[src/rtl/macrocell_pkg.sv]
package macrocell_pkg;

  localparam int CFG_BASE_W = 13;
  localparam int SEL_W      = 2;

  localparam int F_BASE   = 0;
  localparam int F_DYN    = 2;
  localparam int F_FOLLOW = 4;
  localparam int F_BROLE  = 5;
  localparam int F_CROLE  = 7;
  localparam int F_CSRC   = 9;
  localparam int F_POL    = 11;
  localparam int F_OED    = 12;
  localparam int F_SEL    = 13;

  typedef enum logic [1:0] {
    KIND_D  = 2'd0,
    KIND_T  = 2'd1,
    KIND_JK = 2'd2,
    KIND_D2 = 2'd3
  } reg_kind_e;

  typedef enum logic [1:0] {
    BR_COMB  = 2'd0,
    BR_K     = 2'd1,
    BR_SET   = 2'd2,
    BR_COMB2 = 2'd3
  } b_role_e;

  typedef enum logic [1:0] {
    CR_COMB  = 2'd0,
    CR_CLR   = 2'd1,
    CR_COMB2 = 2'd2,
    CR_COMB3 = 2'd3
  } c_role_e;

  typedef enum logic [1:0] {
    CS_GLOBAL  = 2'd0,
    CS_SUM_C   = 2'd1,
    CS_SUM_D   = 2'd2,
    CS_GLOBAL2 = 2'd3
  } clk_src_e;

  typedef struct packed {
    reg_kind_e kind;
    logic      tick;
    logic      set;
    logic      clr;
    logic      d_in;
    logic      k_in;
  } cell_ctrl_t;

endpackage

[src/rtl/mc_ctrl_decode.sv]
module mc_ctrl_decode
  import macrocell_pkg::*;
#(
  parameter int CFG_W = 17
) (
  input  logic [CFG_W-1:0] cfg,
  input  logic             sum_a,
  input  logic             sum_b,
  input  logic             sum_c,
  input  logic             sum_d,
  input  logic             g_clk_en,
  input  logic             g_preset,
  input  logic             g_reset,
  input  logic             g_rtype,
  output cell_ctrl_t       ctrl
);

  reg_kind_e base_kind;
  reg_kind_e dyn_kind;
  b_role_e   b_role;
  c_role_e   c_role;
  clk_src_e  clk_src;
  logic      src_level;

  assign base_kind = reg_kind_e'(cfg[F_BASE +: 2]);
  assign dyn_kind  = reg_kind_e'(cfg[F_DYN +: 2]);
  assign b_role    = b_role_e'(cfg[F_BROLE +: 2]);
  assign c_role    = c_role_e'(cfg[F_CROLE +: 2]);
  assign clk_src   = clk_src_e'(cfg[F_CSRC +: 2]);

  always_comb begin
    unique case (clk_src)
      CS_SUM_C: src_level = sum_c;
      CS_SUM_D: src_level = sum_d;
      default:  src_level = g_clk_en;
    endcase
  end

  always_comb begin
    ctrl.kind = (cfg[F_FOLLOW] && g_rtype) ? dyn_kind : base_kind;
    ctrl.tick = src_level ^ cfg[F_POL];
    ctrl.clr  = g_reset | ((c_role == CR_CLR) & sum_c);
    ctrl.set  = g_preset | ((b_role == BR_SET) & sum_b);
    ctrl.d_in = sum_a;
    ctrl.k_in = (b_role == BR_K) & sum_b;
  end

endmodule

[src/rtl/mc_state_reg.sv]
module mc_state_reg
  import macrocell_pkg::*;
(
  input  logic       clk,
  input  logic       rst,
  input  cell_ctrl_t ctrl,
  output logic       q,
  output logic       q_next
);

  always_comb begin
    q_next = q;
    if (ctrl.clr) begin
      q_next = 1'b0;
    end else if (ctrl.set) begin
      q_next = 1'b1;
    end else if (ctrl.tick) begin
      unique case (ctrl.kind)
        KIND_T:  q_next = q ^ ctrl.d_in;
        KIND_JK: begin
          unique case ({ctrl.d_in, ctrl.k_in})
            2'b11:   q_next = ~q;
            2'b10:   q_next = 1'b1;
            2'b01:   q_next = 1'b0;
            default: q_next = q;
          endcase
        end
        default: q_next = ctrl.d_in;
      endcase
    end
  end

  always_ff @(posedge clk) begin
    if (rst) q <= 1'b0;
    else     q <= q_next;
  end

  // clear dominates everything
  a_r5_clear_wins: assert property (@(posedge clk) disable iff (rst)
    ctrl.clr |=> (q == 1'b0));

  // set without clear forces one
  a_r6_set_forces: assert property (@(posedge clk) disable iff (rst)
    (ctrl.set && !ctrl.clr) |=> q);

  // no enable, no set, no clear means hold
  a_r7_idle_holds: assert property (@(posedge clk) disable iff (rst)
    (!ctrl.tick && !ctrl.set && !ctrl.clr) |=> $stable(q));

  // D behaviour loads data
  a_r2_d_loads: assert property (@(posedge clk) disable iff (rst)
    (ctrl.tick && !ctrl.set && !ctrl.clr &&
     (ctrl.kind == KIND_D || ctrl.kind == KIND_D2)) |=> (q == $past(ctrl.d_in)));

  // T behaviour inverts on one
  a_r3_t_inverts: assert property (@(posedge clk) disable iff (rst)
    (ctrl.tick && !ctrl.set && !ctrl.clr && ctrl.kind == KIND_T && ctrl.d_in)
    |=> (q != $past(q)));

  // JK set case
  a_r4_jk_sets: assert property (@(posedge clk) disable iff (rst)
    (ctrl.tick && !ctrl.set && !ctrl.clr && ctrl.kind == KIND_JK &&
     ctrl.d_in && !ctrl.k_in) |=> q);

endmodule

[src/rtl/mc_out_mux.sv]
module mc_out_mux
  import macrocell_pkg::*;
#(
  parameter int N_OUT = 2
) (
  input  logic                   clk,
  input  logic                   rst,
  input  logic [N_OUT*SEL_W-1:0] sel_bus,
  input  logic                   oe_by_d,
  input  logic                   q_next,
  input  logic                   sum_a,
  input  logic                   sum_b,
  input  logic                   sum_c,
  input  logic                   sum_d,
  output logic [N_OUT-1:0]       fn_out,
  output logic                   oe_out
);

  logic [N_OUT-1:0] pick;

  for (genvar gi = 0; gi < N_OUT; gi++) begin : g_out
    logic [SEL_W-1:0] sel;
    assign sel = sel_bus[gi*SEL_W +: SEL_W];

    always_comb begin
      unique case (sel)
        2'd1:    pick[gi] = sum_a;
        2'd2:    pick[gi] = sum_b;
        2'd3:    pick[gi] = sum_c;
        default: pick[gi] = q_next;
      endcase
    end

    // pass-through of sum A is one edge late
    a_r9_pass_a: assert property (@(posedge clk) disable iff (rst)
      (sel == 2'd1) |=> (fn_out[gi] == $past(sum_a)));
  end

  always_ff @(posedge clk) begin
    if (rst) begin
      fn_out <= '0;
      oe_out <= 1'b0;
    end else begin
      fn_out <= pick;
      oe_out <= oe_by_d ? sum_d : 1'b1;
    end
  end

  // enable held on when sum D is not its source
  a_r10_oe_on: assert property (@(posedge clk) disable iff (rst)
    !oe_by_d |=> oe_out);

endmodule

[src/rtl/logic_macrocell.sv]
module logic_macrocell
  import macrocell_pkg::*;
#(
  parameter int N_OUT = 2
) (
  input  logic                               clk,
  input  logic                               rst,
  input  logic [CFG_BASE_W+SEL_W*N_OUT-1:0]  cfg,
  input  logic                               sum_a,
  input  logic                               sum_b,
  input  logic                               sum_c,
  input  logic                               sum_d,
  input  logic                               g_clk_en,
  input  logic                               g_preset,
  input  logic                               g_reset,
  input  logic                               g_rtype,
  output logic [N_OUT-1:0]                   fn_out,
  output logic                               oe_out
);

  localparam int CFG_W = CFG_BASE_W + SEL_W * N_OUT;

  cell_ctrl_t ctrl;
  logic       q;
  logic       q_next;

  mc_ctrl_decode #(.CFG_W(CFG_W)) u_decode (
    .cfg      (cfg),
    .sum_a    (sum_a),
    .sum_b    (sum_b),
    .sum_c    (sum_c),
    .sum_d    (sum_d),
    .g_clk_en (g_clk_en),
    .g_preset (g_preset),
    .g_reset  (g_reset),
    .g_rtype  (g_rtype),
    .ctrl     (ctrl)
  );

  mc_state_reg u_state (
    .clk    (clk),
    .rst    (rst),
    .ctrl   (ctrl),
    .q      (q),
    .q_next (q_next)
  );

  mc_out_mux #(.N_OUT(N_OUT)) u_out (
    .clk     (clk),
    .rst     (rst),
    .sel_bus (cfg[F_SEL +: SEL_W*N_OUT]),
    .oe_by_d (cfg[F_OED]),
    .q_next  (q_next),
    .sum_a   (sum_a),
    .sum_b   (sum_b),
    .sum_c   (sum_c),
    .sum_d   (sum_d),
    .fn_out  (fn_out),
    .oe_out  (oe_out)
  );

  // reset drives every output low
  a_r1_reset_low: assert property (@(posedge clk)
    rst |=> (fn_out == '0 && !oe_out));

  // output fed by the register tracks it after the edge
  a_r9_reg_view: assert property (@(posedge clk) disable iff (rst)
    (cfg[F_SEL +: SEL_W] == 2'd0) |=> (fn_out[0] == q));

endmodule

[config.mk]
export PLATFORM = sky130hd
export DESIGN_NAME = logic_macrocell
export DESIGN_NICKNAME = d
export VERILOG_FILES = /design/src/rtl/macrocell_pkg.sv /design/src/rtl/mc_ctrl_decode.sv /design/src/rtl/mc_state_reg.sv /design/src/rtl/mc_out_mux.sv /design/src/rtl/logic_macrocell.sv
export SDC_FILE = /design/constraint.sdc
export NUM_CORES = 1
export LEC_CHECK = 0
export BUFFER_PORTS_ARGS = -buffer_cell sky130_fd_sc_hd__buf_2
export CAP_MARGIN = 25
export CORE_AREA = 2 2 39 41
export CTS_BUF_LIST = sky130_fd_sc_hd__clkbuf_2 sky130_fd_sc_hd__clkbuf_4 sky130_fd_sc_hd__clkbuf_8
export DETAILED_ROUTE_END_ITERATION = 7
export DIE_AREA = 0 0 41 43
export GPL_TIMING_DRIVEN = 0
export MAX_ROUTING_LAYER = met4
export PLACE_DENSITY = 0.69
export SYNTH_ARGS = -nofsm -noshare
export SYNTH_HDL_FRONTEND = slang
export SYNTH_SLANG_ARGS = --single-unit
[constraint.sdc]
create_clock -name clk -period 2.6 [get_ports clk]
set_input_delay 0.52 -clock clk [delete_from_list [all_inputs] [get_ports clk]]
set_output_delay 0.52 -clock clk [all_outputs]
set_load 0.05 [all_outputs]
==> impl_metrics.py <==
metrics = {
    "run_status": {
        "status": "finished clean",
    },
    "synthesis": {
        "syn_inst": 57,
        "async_flop_share": 0,
        "synth_edf_count": 0,
        "synth.avg_cell_area_um2": 7.79,
        "syn_area_um2": 444,
        "ys_types": 24,
        "ys_warn_count": 0,
        "seq_area_frac_synth": 0.180,
        "synth_ff_type": "dfxtp_1",
        "ys_seq_elements": 4,
        "syn_nets": 88,
    },
    "clock_tree": {
        "cts_resized": 0,
        "clk_pin_slew_worst_paths_ns": 0.04,
        "root_buffer": "clkbuf_4",
        "cts_buffer_depth": 2,
        "cts_hold_buf": 0,
        "clkSinkCount": 4,
        "h-tree-depth": 1,
        "numCtsBuffers": 3,
        "clk_latency_ns": 0.24,
        "cts_tree": "done",
        "postCtsSetupRepairBufs": 0,
    },
    "routing": {
        "drt_pass1_iterations": 2,
        "drc": 0,
        "drtIter0Drc": 6,
        "avgRoutedWirePerCell_um": 10.1,
        "viasPerCell": 4.90,
        "vias": 515,
        "drt-total-wl_um": 1060,
        "antenna_left": 0,
    },
    "final_layout": {
        "diodes": 0,
        "area_growth_pct": 42.3,
        "final_common_cell": "buf_2",
        "nets": 122,
        "design_area_um2": 632,
        "nFillCells": 145,
        "most-common-layout-cells": "buf_2 (29), inv_1 (9), mux2i_1 (5), a21oi_1 (5)",
        "regArea_um2": 80.1,
        "multi_input_area_um2": 330,
        "layoutNonFillerInstCount": 105,
        "drive_above_1_share": 0.382,
    },
    "timing": {
        "relSlewSlack": 0.725,
        "finClkSkew_ns": 0.00405,
        "period_needed_ns": 1.86,
        "fmax_mhz": 538,
        "setup_slack_ns": 0.741,
        "tightest_slew_ns": 0.410,
        "slew_violations": 0,
        "finalCritPeriodShare": 0.715,
        "setup_viol": 0,
        "grt_setup_unrepaired": "false",
        "finalHoldViolations": 0,
        "setup_tns_ns": 0,
    },
    "global_route": {
        "grt_overflow_total": 0,
        "grt_pass1_vias": 485,
        "grt_max_degree": 8,
        "antenna_found_initial": 0,
        "grt_util_all_layers": 0.143,
        "grt_pass1_wl_um": 1760,
    },
    "setup_path": {
        "start_kind": "input pin",
        "arrival_ns": 1.97,
        "r2r_start": "u_state.q",
        "worstRegToRegCells": 4,
        "rr_endpoint": "u_state.q",
        "required_ns": 2.71,
        "critical_path_class": "input pin to flop",
        "ff2ff_setup_slack_ns": 1.52,
        "crit_fanout": 3,
        "setup.worst_path.end_class": "flop",
    },
    "die": {
        "die-area_mm2": 0.00176,
        "rows": 14,
        "start_util": 0.321,
        "core-area_mm2": 0.00138,
        "die_h_um": 43,
        "die_w_um": 41,
        "io_pins": 30,
    },
    "power_and_ir_drop": {
        "power_leakage_nw": 0.343,
        "vdd_drop_max_mv": 0.162,
        "p_per_area_mw_per_mm2": 385,
    },
    "min_path": {
        "min_path_cells": 2,
        "min_path_type": "input pin to flop",
        "min_to": "u_out.oe_out",
        "hp-start": "cfg[12]",
    },
    "placed_design": {
        "dpl.hpwl_um": 926,
        "dp.cells": 102,
        "place_area_um2": 609,
        "place_ws_ns": 0.488,
        "port_buffers": 29,
        "place.gp.congestion": 0.686,
    },
    "flow_run": {
        "maxCapViolations": 0,
    },
}
## cell families (layout without fill, tap and decap cells)
| family | count (synthesis) | after routing | synth area share |
|---|---|---|---|
| AO/OA/AOI/OAI | 18 | 18 | 0.296 |
| AND/OR/NAND/NOR | 16 | 16 | 0.203 |
| buffers and inverters | 9 | 41 | 0.0761 |
| multiplexers | 5 | 5 | 0.113 |
| adder cells (fa/ha/maj) | 4 | 4 | 0.113 |
| flip-flops | 4 | 4 | 0.180 |
| XOR/XNOR | 1 | 1 | 0.0197 |
## sequential cells by signal, summed over array words and instances, names as in the netlist
name          flops
u_out.fn_out      2
u_state.q         1
u_out.oe_out      1
## cells in the mapped netlist (all sizes together), types with 2 or more instances
| master | instances | area share |
|---|---|---|
| a21oi | 5 | 0.056 |
| a311oi | 3 | 0.059 |
| dfxtp | 4 | 0.18 |
| ha | 4 | 0.11 |
| inv | 9 | 0.076 |
| mux2i | 5 | 0.11 |
| nand2 | 3 | 0.025 |
| nand2b | 4 | 0.056 |
| nor2 | 3 | 0.025 |
| nor2b | 2 | 0.028 |
| o21ai | 2 | 0.023 |
## metrics by stage
step | total power, mW | util | hold WS (ns)
floorplan | 0.128 | - | 0.544
global placement | 0.161 | 0.440 | 0.581
detailed placement | 0.164 | 0.440 | 0.607
CTS | 0.246 | 0.457 | 0.460
global route | 0.262 | 0.457 | 0.461
finish | 0.243 | 0.457 | 0.459
## cell type report
cell class,count,share of cell area
multi-input cells,44,0.523
inverters,9,0.0535
clock buffers,3,0.0356
repair buffers,29,0.230
well taps,16,0.0317
flip-flops and latches,4,0.127
## worst max-delay path by stage
stage	slack, ns	startpoint	endpoint	cells after the start
floorplan	0.73	cfg[4]	u_state.q	8
global placement	0.54	cfg[4]	u_state.q	9
detailed placement	0.49	cfg[4]	u_state.q	9
CTS	0.74	cfg[4]	u_state.q	9
global route	0.61	cfg[4]	u_state.q	9
finish	0.74	cfg[4]	u_state.q	9
## worst max-delay path, stage by stage
cell and delay [ns]:
buf_2 0.10, nand2_1 0.10, mux2i_1 0.24, inv_1 0.06, ha_1 0.28, nand2b_1 0.16
a221o_1 0.27, nand4_1 0.13, a21boi_0 0.11
## routing by layer
metal | vias to the layer above | wire length, um | GRT usage
li1 | 274 | - | -
met2 | 19 | 516 | 0.228
met1 | 220 | 477 | 0.173
met5 | - | 0 | -
met4 | 0 | 8 | 0.0600
met3 | 2 | 60 | 0.0157
## power by group
part	switching, mW	internal, mW
registers	0.00163	0.0665
logic	0.0528	0.0421
clock network	0.0285	0.0519
No activity file was read; power rests on OpenSTA's default activity.
